### src/rtl/nco_pkg.sv
package nco_pkg;
    localparam int DEF_ACC_W  = 24;
    localparam int DEF_BYTE_W = 8;

    typedef enum logic {
        OUT_LOW  = 1'b0,
        OUT_HIGH = 1'b1
    } out_state_e;
endpackage

### src/rtl/nco_tune_regs.sv
module nco_tune_regs #(
    parameter int ACC_W  = nco_pkg::DEF_ACC_W,
    parameter int BYTE_W = nco_pkg::DEF_BYTE_W,
    parameter int ADDR_W = 2
) (
    input  logic              clk,
    input  logic              rst,
    input  logic              wr_en,
    input  logic [ADDR_W-1:0] wr_addr,
    input  logic [BYTE_W-1:0] wr_data,
    input  logic              commit,
    output logic [ACC_W-1:0]  shadow_word,
    output logic [ACC_W-1:0]  tune_word
);
    localparam int NBYTES = ACC_W / BYTE_W;

    logic [BYTE_W-1:0] shadow_q [NBYTES];
    logic [ACC_W-1:0]  tune_q;

    // One register per byte lane; addresses at or above NBYTES select no lane.
    for (genvar gi = 0; gi < NBYTES; gi++) begin : g_lane
        always_ff @(posedge clk) begin
            if (rst) begin
                shadow_q[gi] <= '0;
            end else if (wr_en && (wr_addr == ADDR_W'(gi))) begin
                shadow_q[gi] <= wr_data;
            end
        end
        assign shadow_word[gi*BYTE_W +: BYTE_W] = shadow_q[gi];
    end

    // The whole word moves on one edge; the old shadow value is taken even if a lane is written now.
    always_ff @(posedge clk) begin
        if (rst) begin
            tune_q <= '0;
        end else if (commit) begin
            tune_q <= shadow_word;
        end
    end

    assign tune_word = tune_q;
endmodule

### src/rtl/nco_phase_acc.sv
module nco_phase_acc #(
    parameter int ACC_W = nco_pkg::DEF_ACC_W
) (
    input  logic             clk,
    input  logic             rst,
    input  logic             adv,
    input  logic [ACC_W-1:0] tune_word,
    output logic [ACC_W-1:0] acc,
    output logic             msb_next
);
    logic [ACC_W-1:0] acc_q;
    logic [ACC_W-1:0] acc_d;

    // Truncation to ACC_W bits gives the modulo wrap.
    always_comb begin
        acc_d = adv ? (acc_q + tune_word) : acc_q;
    end

    always_ff @(posedge clk) begin
        if (rst) begin
            acc_q <= '0;
        end else begin
            acc_q <= acc_d;
        end
    end

    assign acc      = acc_q;
    assign msb_next = acc_d[ACC_W-1];
endmodule

### src/rtl/nco_edge_fsm.sv
module nco_edge_fsm
    import nco_pkg::*;
(
    input  logic clk,
    input  logic rst,
    input  logic msb_next,
    output logic sq_out
);
    out_state_e state_q;
    out_state_e state_d;

    always_comb begin
        state_d = state_q;
        unique case (state_q)
            OUT_LOW:  if (msb_next)  state_d = OUT_HIGH;
            OUT_HIGH: if (!msb_next) state_d = OUT_LOW;
        endcase
    end

    always_ff @(posedge clk) begin
        if (rst) begin
            state_q <= OUT_LOW;
        end else begin
            state_q <= state_d;
        end
    end

    // Output decode reads only the state register, so the pin is glitch-free.
    always_comb begin
        sq_out = (state_q == OUT_HIGH);
    end
endmodule

### src/rtl/sqwave_nco.sv
module sqwave_nco #(
    parameter int  ACC_W  = nco_pkg::DEF_ACC_W,
    parameter int  BYTE_W = nco_pkg::DEF_BYTE_W,
    localparam int NBYTES = ACC_W / BYTE_W,
    localparam int ADDR_W = (NBYTES > 1) ? $clog2(NBYTES + 1) : 1
) (
    input  logic              clk,
    input  logic              rst,
    input  logic              en,
    input  logic              wr_en,
    input  logic [ADDR_W-1:0] wr_addr,
    input  logic [BYTE_W-1:0] wr_data,
    input  logic              commit,
    output logic              sq_out
);
    logic [ACC_W-1:0] shadow_w;
    logic [ACC_W-1:0] tune_w;
    logic [ACC_W-1:0] acc_w;
    logic             msb_next_w;

    nco_tune_regs #(.ACC_W(ACC_W), .BYTE_W(BYTE_W), .ADDR_W(ADDR_W)) u_regs (
        .clk         (clk),
        .rst         (rst),
        .wr_en       (wr_en),
        .wr_addr     (wr_addr),
        .wr_data     (wr_data),
        .commit      (commit),
        .shadow_word (shadow_w),
        .tune_word   (tune_w)
    );

    nco_phase_acc #(.ACC_W(ACC_W)) u_acc (
        .clk       (clk),
        .rst       (rst),
        .adv       (en),
        .tune_word (tune_w),
        .acc       (acc_w),
        .msb_next  (msb_next_w)
    );

    nco_edge_fsm u_fsm (
        .clk      (clk),
        .rst      (rst),
        .msb_next (msb_next_w),
        .sq_out   (sq_out)
    );
endmodule

### config.mk
export PLATFORM = sky130hd
export DESIGN_NAME = sqwave_nco
export DESIGN_NICKNAME = d
export VERILOG_FILES = /design/src/rtl/nco_pkg.sv /design/src/rtl/nco_tune_regs.sv /design/src/rtl/nco_phase_acc.sv /design/src/rtl/nco_edge_fsm.sv /design/src/rtl/sqwave_nco.sv
export SDC_FILE = /design/constraint.sdc
export NUM_CORES = 1
export LEC_CHECK = 0
export ABC_AREA = 0
export BUFFER_PORTS_ARGS = -buffer_cell sky130_fd_sc_hd__buf_2
export CAP_MARGIN = 40
export CORE_MARGIN = 2
export CORE_UTILIZATION = 26
export DETAILED_ROUTE_END_ITERATION = 8
export MAX_ROUTING_LAYER = met4
export PLACE_DENSITY = 0.44
export SLEW_MARGIN = 20
export SYNTH_ARGS = -nofsm -noshare
export SYNTH_HDL_FRONTEND = slang
export SYNTH_HIERARCHICAL = 1
export SYNTH_SLANG_ARGS = --single-unit
### constraint.sdc
create_clock -name clk -period 3.4 [get_ports clk]
set_clock_uncertainty 0.2 [all_clocks]
set_input_delay 0.34 -clock clk [delete_from_list [all_inputs] [get_ports clk]]
set_output_delay 0.34 -clock clk [all_outputs]
set_load 0.005 [all_outputs]
* Word level (Yosys, flattened, before mapping) *
Memory sizes are Yosys's and may differ from the RTL's. A register that Yosys moved wholly into a read port is not among the register bits.
Cells that the tools add are included.

storage, ports and cells
  register bits after elaboration = 25
  latch bits = 0
  memory bits (writable) = 24
  bits in read-only memories = 0
  word-level logic and storage cells = 30
  memories = 1

memory list
  memory           depth  width  read ports  clocked after memory_dff  wr ports  line                 RTL
  u_regs.shadow_q  3      8      3           3                         3         nco_tune_regs.sv:17  logic [BYTE_W-1:0] shadow_q [NBYTES];

operators by class
  add/subtract/negate cells = 1
  $mul = 0
  div/mod/pow operators = 0
  $lt $le $gt $ge = 0
  equal/unequal tests = 2
  shifts and indexed selects = 0
  multiplexer cells = 16
  bitwise gates (word level) = 3
  reduce and logical (&&, ||, !) cells = 4

operators by type and width
  operator            number
  $add 24x24->24      1
  $mux 24             1
  $mux 8              3
  $mux 1              12
  $logic_and 1x1->1   3
  $or 1x1->1          3
  $eq 2x1->1 const B  1
  $eq 2x2->1 const B  1
  $logic_not 2->1     1

* Depth between registers and ports, before layout *
Gate-level depths: netlist of the first run.

  depth after elaboration = 6
  gate-level depth with buffers = 10
  mapped depth without buffers = 10

* Cells and area by module *
The synthesis of the first run kept the hierarchy.

by module, submodules not included
  module         instances  cells each  area an instance (sq um)
  nco_phase_acc  1          257         2063.2
  nco_tune_regs  1          145         1823.0
  nco_edge_fsm   1          2           33.8

* Worst setup path after synthesis of the first run *
OpenSTA, ideal clock, no wires.

  kind = reg2reg
  from = register u_regs.tune_q[10], in the netlist u_regs/tune_word[10], read port of u_regs.shadow_q
  to = register u_acc.acc_q[23], in the netlist u_acc/acc[23]
  arrival time = 1.984 ns
  required time = 3.079 ns
  path slack = 1.094 ns
  stages on the path, launching flop included = 9
  buffers on the path = 0
  clock period less this slack = 2.306 ns
  path through = dfxtp_1 -> ha_1 -> a21oi_2 -> nor2_1 -> a2111oi_4 -> a21oi_2 -> nor3_1 -> and3b_1 -> mux2_4

on the way
  longest elaborated chain between the ends = 2

RTL lines
  item                    line                 RTL
  start: declaration      nco_tune_regs.sv:18  logic [ACC_W-1:0] tune_q;
  $add 24x24->24          nco_phase_acc.sv:16  acc_d = adv ? (acc_q + tune_word) : acc_q;
  $mux 24                 nco_phase_acc.sv:16
  end signal: assignment  nco_phase_acc.sv:21  acc_q <= '0;
  end signal: assignment  nco_phase_acc.sv:23  acc_q <= acc_d;
  end: declaration        nco_phase_acc.sv:11  logic [ACC_W-1:0] acc_q;

Every way passes these cells.
A chain may end at the register's enable or synchronous reset.

* Worst setup path after layout of the first run *
  from = register u_regs.tune_q[0], in the netlist u_regs/tune_word[0], read port of u_regs.shadow_q
  to = register u_acc.acc_q[18], in the netlist u_acc/acc[18]

on the way
  longest elaborated chain between the ends = 1

RTL lines
  item            line
  $add 24x24->24  nco_phase_acc.sv:16

Every way passes these cells.

==> impl_metrics.env, run 1 <==
export IMPL_ys_seq_area_share_pct=43.4
export IMPL_rows=44
export IMPL_die_h_um=127
export IMPL_drt_wirelength_per_cell_um=14.6
export IMPL_core_sq_um=14600
export IMPL_fmax_mhz=383
export IMPL_critPathArrivalTime_ps=2690
export IMPL_post_cts_buffers=0
export IMPL_initial_core_util_pct=26.8
export IMPL_cp_start_kind="register"
export IMPL_ctsRootBufferMaster="clkbuf_16"
export IMPL_slew_headroom_pct=50.1
export IMPL_dp_cells=586
export IMPL_worstSetupPathType="reg -> reg"
export IMPL_ctsResizeCount=0
export IMPL_setup_ws_ps=786
export IMPL_antenna_found_initial=0
export IMPL_drt_iter0_drc=161
export IMPL_cap_violations=0
export IMPL_die_x_um=127
export IMPL_timing_critical_path_cells="ha_1, inv_1, fa_1, nor2b_1, o21a_1, o2111ai_1, a21boi_1, nor2_1, or4_1, nand3_1"
export IMPL_clock_sinks=73
export IMPL_ys_seq_elements=73
export IMPL_pwr_density_cell_nw_per_um2=512
export IMPL_hold_buffers=0
export IMPL_netlist_top_cells_count="nor2_1 (67), dfxtp_1 (49), mux2i_1 (33)"
export IMPL_num_vias=2852
export IMPL_synth_most_common_cell="nor2_1"
export IMPL_critPathMaxFanout=4
export IMPL_status="finished, final reports clean"
export IMPL_cp_required_ps=3470
export IMPL_netlist_area_sq_um=3920
export IMPL_nNetsFinal=452
export IMPL_reg2reg_slack_ps=790
export IMPL_grt_pass1_wl_um=14500
export IMPL_io_pins=16
export IMPL_synthFlopType="dfxtp_1"
export IMPL_crit_buf_inv=1
export IMPL_ys_async_sr_fraction_pct=0
export IMPL_diodes=0
export IMPL_pre_cts_ws_ps=845
export IMPL_clk_latency_ps=330
export IMPL_dr_pass1_iters=4
export IMPL_fin_crit_sh_pct=76.9
export IMPL_grt_max_degree=33
export IMPL_area_growth_synth_to_final_pct=13.0
export IMPL_ir_worst_vdd_v=0.000228
export IMPL_finalWirelength_um=8760
export IMPL_worst_slew_pin_transition_ps=747
export IMPL_grt_overflow_total=0
export IMPL_fin_tns_setup_ps=0
export IMPL_synth_area_leaders="dfxtp_1 (25%), edfxtp_1 (18%), mux2i_1 (8.4%), ha_1 (7.3%), nor2_1 (6.4%)"
export IMPL_max_stage_delay_ps=420
export IMPL_p_leak_nw=1.83
export IMPL_synth_top_area_cell="dfxtp_1"
export IMPL_end_kind="register"
export IMPL_ys_warn_count=6
export IMPL_port_buffers=15
export IMPL_drv_slew=0
export IMPL_rsz0062_at_grt="no"
export IMPL_synth_nets=443
export IMPL_synth_cells=404
export IMPL_ys_types=57
export IMPL_critical_path_top_delay_family="simple AND/OR/NAND/NOR gates"
export IMPL_clockBufferDepth=2
export IMPL_track_usage_pct=11.9
export IMPL_synth_edff_count=24
export IMPL_dp_hpwl_um=6360
export IMPL_grt_pass1_vias=2792
export IMPL_finalSetupViolCount=0
export IMPL_h_tree_depth=3
export IMPL_final_cell_count_no_fill=602
export IMPL_fp_dieArea_sq_um=16100
export IMPL_period_needed_ps=2610
export IMPL_yosysTopAreaCellShare_pct=25.0
export IMPL_drcViolationCount=0
export IMPL_gp_congestion=0.814
export IMPL_slowest_stage="or4_1"
export IMPL_cts_tree="built"
export IMPL_numCtsBuffers=9
export IMPL_finalHoldViolCount=0
export IMPL_avgSynthCellArea_sq_um=9.70
export IMPL_drt_vias_per_instance=4.74
export IMPL_hold_class="in -> reg"
export IMPL_final_antenna_net_count=0
export IMPL_drive_gt1_share_pct=9.33
export IMPL_clkTransAtPathRegs_ps=60
## per-layer routing
layer  wire [um]  global-route usage, %
met5           0                      -
met4         138                   5.17
met3         229                   1.90
met2        3840                   17.8
met1        4550                   16.0
## per-stage QoR
step	power [mW]	area, sq um	hold slack (ps)	util (%)
finish	2.27	4430	177	30.3
global route	2.38	4430	192	30.3
CTS	2.30	4430	157	30.3
detailed placement	1.27	4110	256	28.1
global placement	1.26	4110	242	28.1
floorplan	1.21	3920	204	-
## final cells by class
cell class / instances / area [sq um]
Multi-Input combinational cell: 303 / 2050
Fill cell: 1519 / 10200
Timing Repair Buffer: 17 / 90.1
Tap cell: 184 / 230
Clock inverter: 6 / 91.3
Clock buffer: 10 / 229
Sequential cell: 73 / 1700
Inverter: 9 / 33.8
## registers in the layout, summed over array words and instances, names as in the netlist
| signal | cells |
|---|---|
| u_acc/acc | 24 |
| u_fsm/sq_out | 1 |
| u_regs/tune_word | 24 |
| u_regs/shadow_q | 24 |
## cell families (layout without fill, tap and decap cells)
family                     count (synthesis)  after routing  share of synthesized area, %
AOI/OAI and AO/OA                         86             86                          14.7
adders and majority gates                 24             24                          7.85
xor gates and xnor gates                  17             17                          3.80
and+or+nand+nor                          142            142                          17.3
muxes                                     34             34                          8.81
DFF                                       73             73                          43.4
buffers and inverters                     28             42                          4.18
## report_power, final
part,internal [mW],total (mW),switching (mW)
Combinational,0.104,0.253,0.148
Clock,0.646,1.02,0.372
Sequential,0.961,0.995,0.0341
Total,1.71,2.27,0.555
## path summary, 6_finish.rpt
path                               startpoint                         end  cells after the start
min reg2reg        u_acc/acc[10]$_SDFFE_PP0P_  u_acc/acc[10]$_SDFFE_PP0P_                      2
max          u_regs/tune_word[0]$_SDFFE_PP0P_  u_acc/acc[18]$_SDFFE_PP0P_                     10
min                                        en  u_acc/acc[22]$_SDFFE_PP0P_                      2
max reg2reg  u_regs/tune_word[0]$_SDFFE_PP0P_  u_acc/acc[18]$_SDFFE_PP0P_                     10
## cell usage in the layout, fill, tap and decap left out, drive strengths merged, types with 11 or more instances in the layout
cell    Yosys  routed
a21oi      24      24
nor2       68      68
mux2i      33      33
dfxtp      49      49
nand2b     11      11
ha         23      23
nand2      24      24
edfxtp     24      24
buf        14      17
o21ai      18      18
(Power assumes the default switching activity.)
==> inputs of run 2 (changes only) <==
--- a/config.mk
+++ b/config.mk
@@ -12,7 +12,7 @@
 export CORE_UTILIZATION = 26
 export DETAILED_ROUTE_END_ITERATION = 8
 export MAX_ROUTING_LAYER = met4
-export PLACE_DENSITY = 0.44
+export PLACE_DENSITY = 0.46
 export SLEW_MARGIN = 20
 export SYNTH_ARGS = -nofsm -noshare
 export SYNTH_HDL_FRONTEND = slang
==> constraint.sdc (replaced) <==
create_clock -name clk -period 2.4 [get_ports clk]
set_clock_uncertainty 0.2 [all_clocks]
set_input_delay 0.24 -clock clk [delete_from_list [all_inputs] [get_ports clk]]
set_output_delay 0.24 -clock clk [all_outputs]
set_load 0.005 [all_outputs]
==> run 2 against run 1 <==
Against the previous run:
- first-iteration DRC count shrank 31%
- utilization is 3.5 points higher
- critical path depth shrank 2
- die area unchanged
- register-to-register slack got worse by 760 ps
- final area grew 12%
- routed wire length increased by 5.5%
- worst hold slack got worse by 55 ps
- combinational power is 82% higher
- final cell count up 5.6%
- sequential power up 44%
==> impl_metrics.env, run 2 (same netlist as run 1, synthesis figures left out) <==
export IMPL_seq_area_sq_um=1740
export IMPL_port_buffers=15
export IMPL_area_growth_synth_to_final_pct=26.1
export IMPL_fin_crit_sh_pct=99.0
export IMPL_fin_tns_setup_ps=0
export IMPL_rsz0062_at_grt="yes"
export IMPL_slowest_stage="dfxtp_2"
export IMPL_drt_iter0_drc=111
export IMPL_core_sq_um=14600
export IMPL_worstSetupPathType="reg -> reg"
export IMPL_finalSetupViolCount=0
export IMPL_io_pins=16
export IMPL_antenna_found_initial=0
export IMPL_p_leak_nw=1.96
export IMPL_initial_core_util_pct=26.8
export IMPL_drt_wirelength_per_cell_um=14.5
export IMPL_hp_start="en"
export IMPL_die_h_um=127
export IMPL_diodes=0
export IMPL_die_x_um=127
export IMPL_h_tree_depth=3
export IMPL_clkTransAtPathRegs_ps=60
export IMPL_drv_slew=0
export IMPL_final_cell_mix="nor2_1 (67), buf_4 (35), mux2i_1 (33)"
export IMPL_finalWirelength_um=9240
export IMPL_numCtsBuffers=9
export IMPL_multi_input_area_sq_um=2320
export IMPL_track_usage_pct=12.3
export IMPL_layout_commonest_cell="nor2_1"
export IMPL_drive_gt1_share_pct=28.3
export IMPL_clockBufferDepth=2
export IMPL_grt_max_degree=30
export IMPL_period_needed_ps=2380
export IMPL_cap_violations=0
export IMPL_slew_headroom_pct=52.3
export IMPL_ctsRootBufferMaster="clkbuf_16"
export IMPL_gp_congestion=0.815
export IMPL_drt_vias_per_instance=4.73
export IMPL_critPathLaunch="u_regs/tune_word[3]$_SDFFE_PP0P_"
export IMPL_critPathArrivalTime_ps=2400
export IMPL_grt_pass1_wl_um=15100
export IMPL_grt_overflow_total=0
export IMPL_reg2reg_from="u_regs/tune_word[3]$_SDFFE_PP0P_"
export IMPL_ir_worst_vdd_v=0.000369
export IMPL_clk_latency_ps=330
export IMPL_max_stage_delay_ps=330
export IMPL_dr_pass1_iters=4
export IMPL_pwr_density_cell_nw_per_um2=630
export IMPL_fp_dieArea_sq_um=16100
export IMPL_rows=44
export IMPL_drcViolationCount=0
export IMPL_cp_required_ps=2420
export IMPL_design_area_sq_um=4940
export IMPL_fmax_mhz=421
export IMPL_cts_tree="built"
export IMPL_worst_slew_pin_transition_ps=715
export IMPL_clock_sinks=73
export IMPL_finalHoldViolCount=0
export IMPL_status="finished, final reports clean"
export IMPL_grt_pass1_vias=2961
export IMPL_dp_hpwl_um=6740
export IMPL_fillers=1525
export IMPL_placed_area_sq_um=4330
export IMPL_cp_start_kind="register"
export IMPL_end_kind="register"
export IMPL_crit_top_cell="o211ai_1"
export IMPL_timing_critical_path_cells="ha_1, o211ai_1, o211ai_1, nand3b_1, a21oi_4, nor3_2, and3b_2, mux2_4"
export IMPL_final_antenna_net_count=0
export IMPL_hold_class="in -> reg"
export IMPL_num_vias=3009
export IMPL_nNetsFinal=486
export IMPL_critPathMaxFanout=5
==> run 2: cell types whose count changed in the layout (fill, tap and decap cells not counted), sizes merged <==
cell | previous run | this run
clkinv | 3 | 2
clkinvlp | 0 | 3
bufinv | 2 | 0
buf | 17 | 51
==> run 2: worst paths after layout <==
check	to	slack, ps	depth (start not counted)
worst max-delay path	u_acc/acc[23]$_SDFF_PP0_	20	8
worst min-delay path	u_acc/acc[15]$_SDFFE_PP0P_	120	3
worst max register to register	u_acc/acc[23]$_SDFF_PP0_	20	8
worst min register to register	u_acc/acc[20]$_SDFFE_PP0P_	260	2
==> run 2: metal layers <==
metal | share of wire, % | GRT usage [%] | vias up
li1 | - | - | 1524
met1 | 50 | 16.3 | 1431
met2 | 46 | 18.6 | 44
met3 | 3.2 | 2.66 | 10
met4 | 1.4 | 4.78 | 0
met5 | 0 | - | -
==> run 2: timing repair <==
item,4_1_cts,5_1_grt
hold buffers,0,0
endpoints found under the hold margin,0,0
endpoints found under the setup margin,7,13
setup buffers,2,3
gates resized for setup,24,48
pin swaps,9,30
==> run 2: area by class of cell <==
type                            count  area share [%]
Inverter                            9           0.684
Tap cell                          184            4.66
Sequential cell                    73            35.2
Multi-Input combinational cell    303            46.9
Clock buffer                       10            4.63
Clock inverter                      6           0.886
Timing Repair Buffer               51            7.06
==> run 2: where the power goes <==
group / internal (mW) / total (mW) / switching, mW
clock: 0.701 / 1.23 / 0.527
combinational: 0.226 / 0.461 / 0.235
sequential: 1.36 / 1.43 / 0.0618
==> run 2: critical path: cells and delay by family (launching register included) <==
kind                     cells  cell delay (ps)
adder cells (fa/ha/maj)      1              290
flip-flops                   1              330
multiplexers                 1              300
AND/OR/NAND/NOR              3              500
AO/OA/AOI/OAI                3              660
==> run 2: stage by stage <==
stage / util, % / setup WS, ps / power [mW] / hold slack [ps] / instances
floorplan: - / 94.3 / 1.71 / 104 / 404
global placement: 29.6 / -155 / 1.84 / 247 / 615
detailed placement: 29.6 / -130 / 1.85 / 258 / 615
CTS: 32.6 / 2.06 / 3.13 / 117 / 633
global route: 33.7 / -89.0 / 3.26 / 139 / 636
finish: 33.7 / 23.5 / 3.11 / 123 / 636
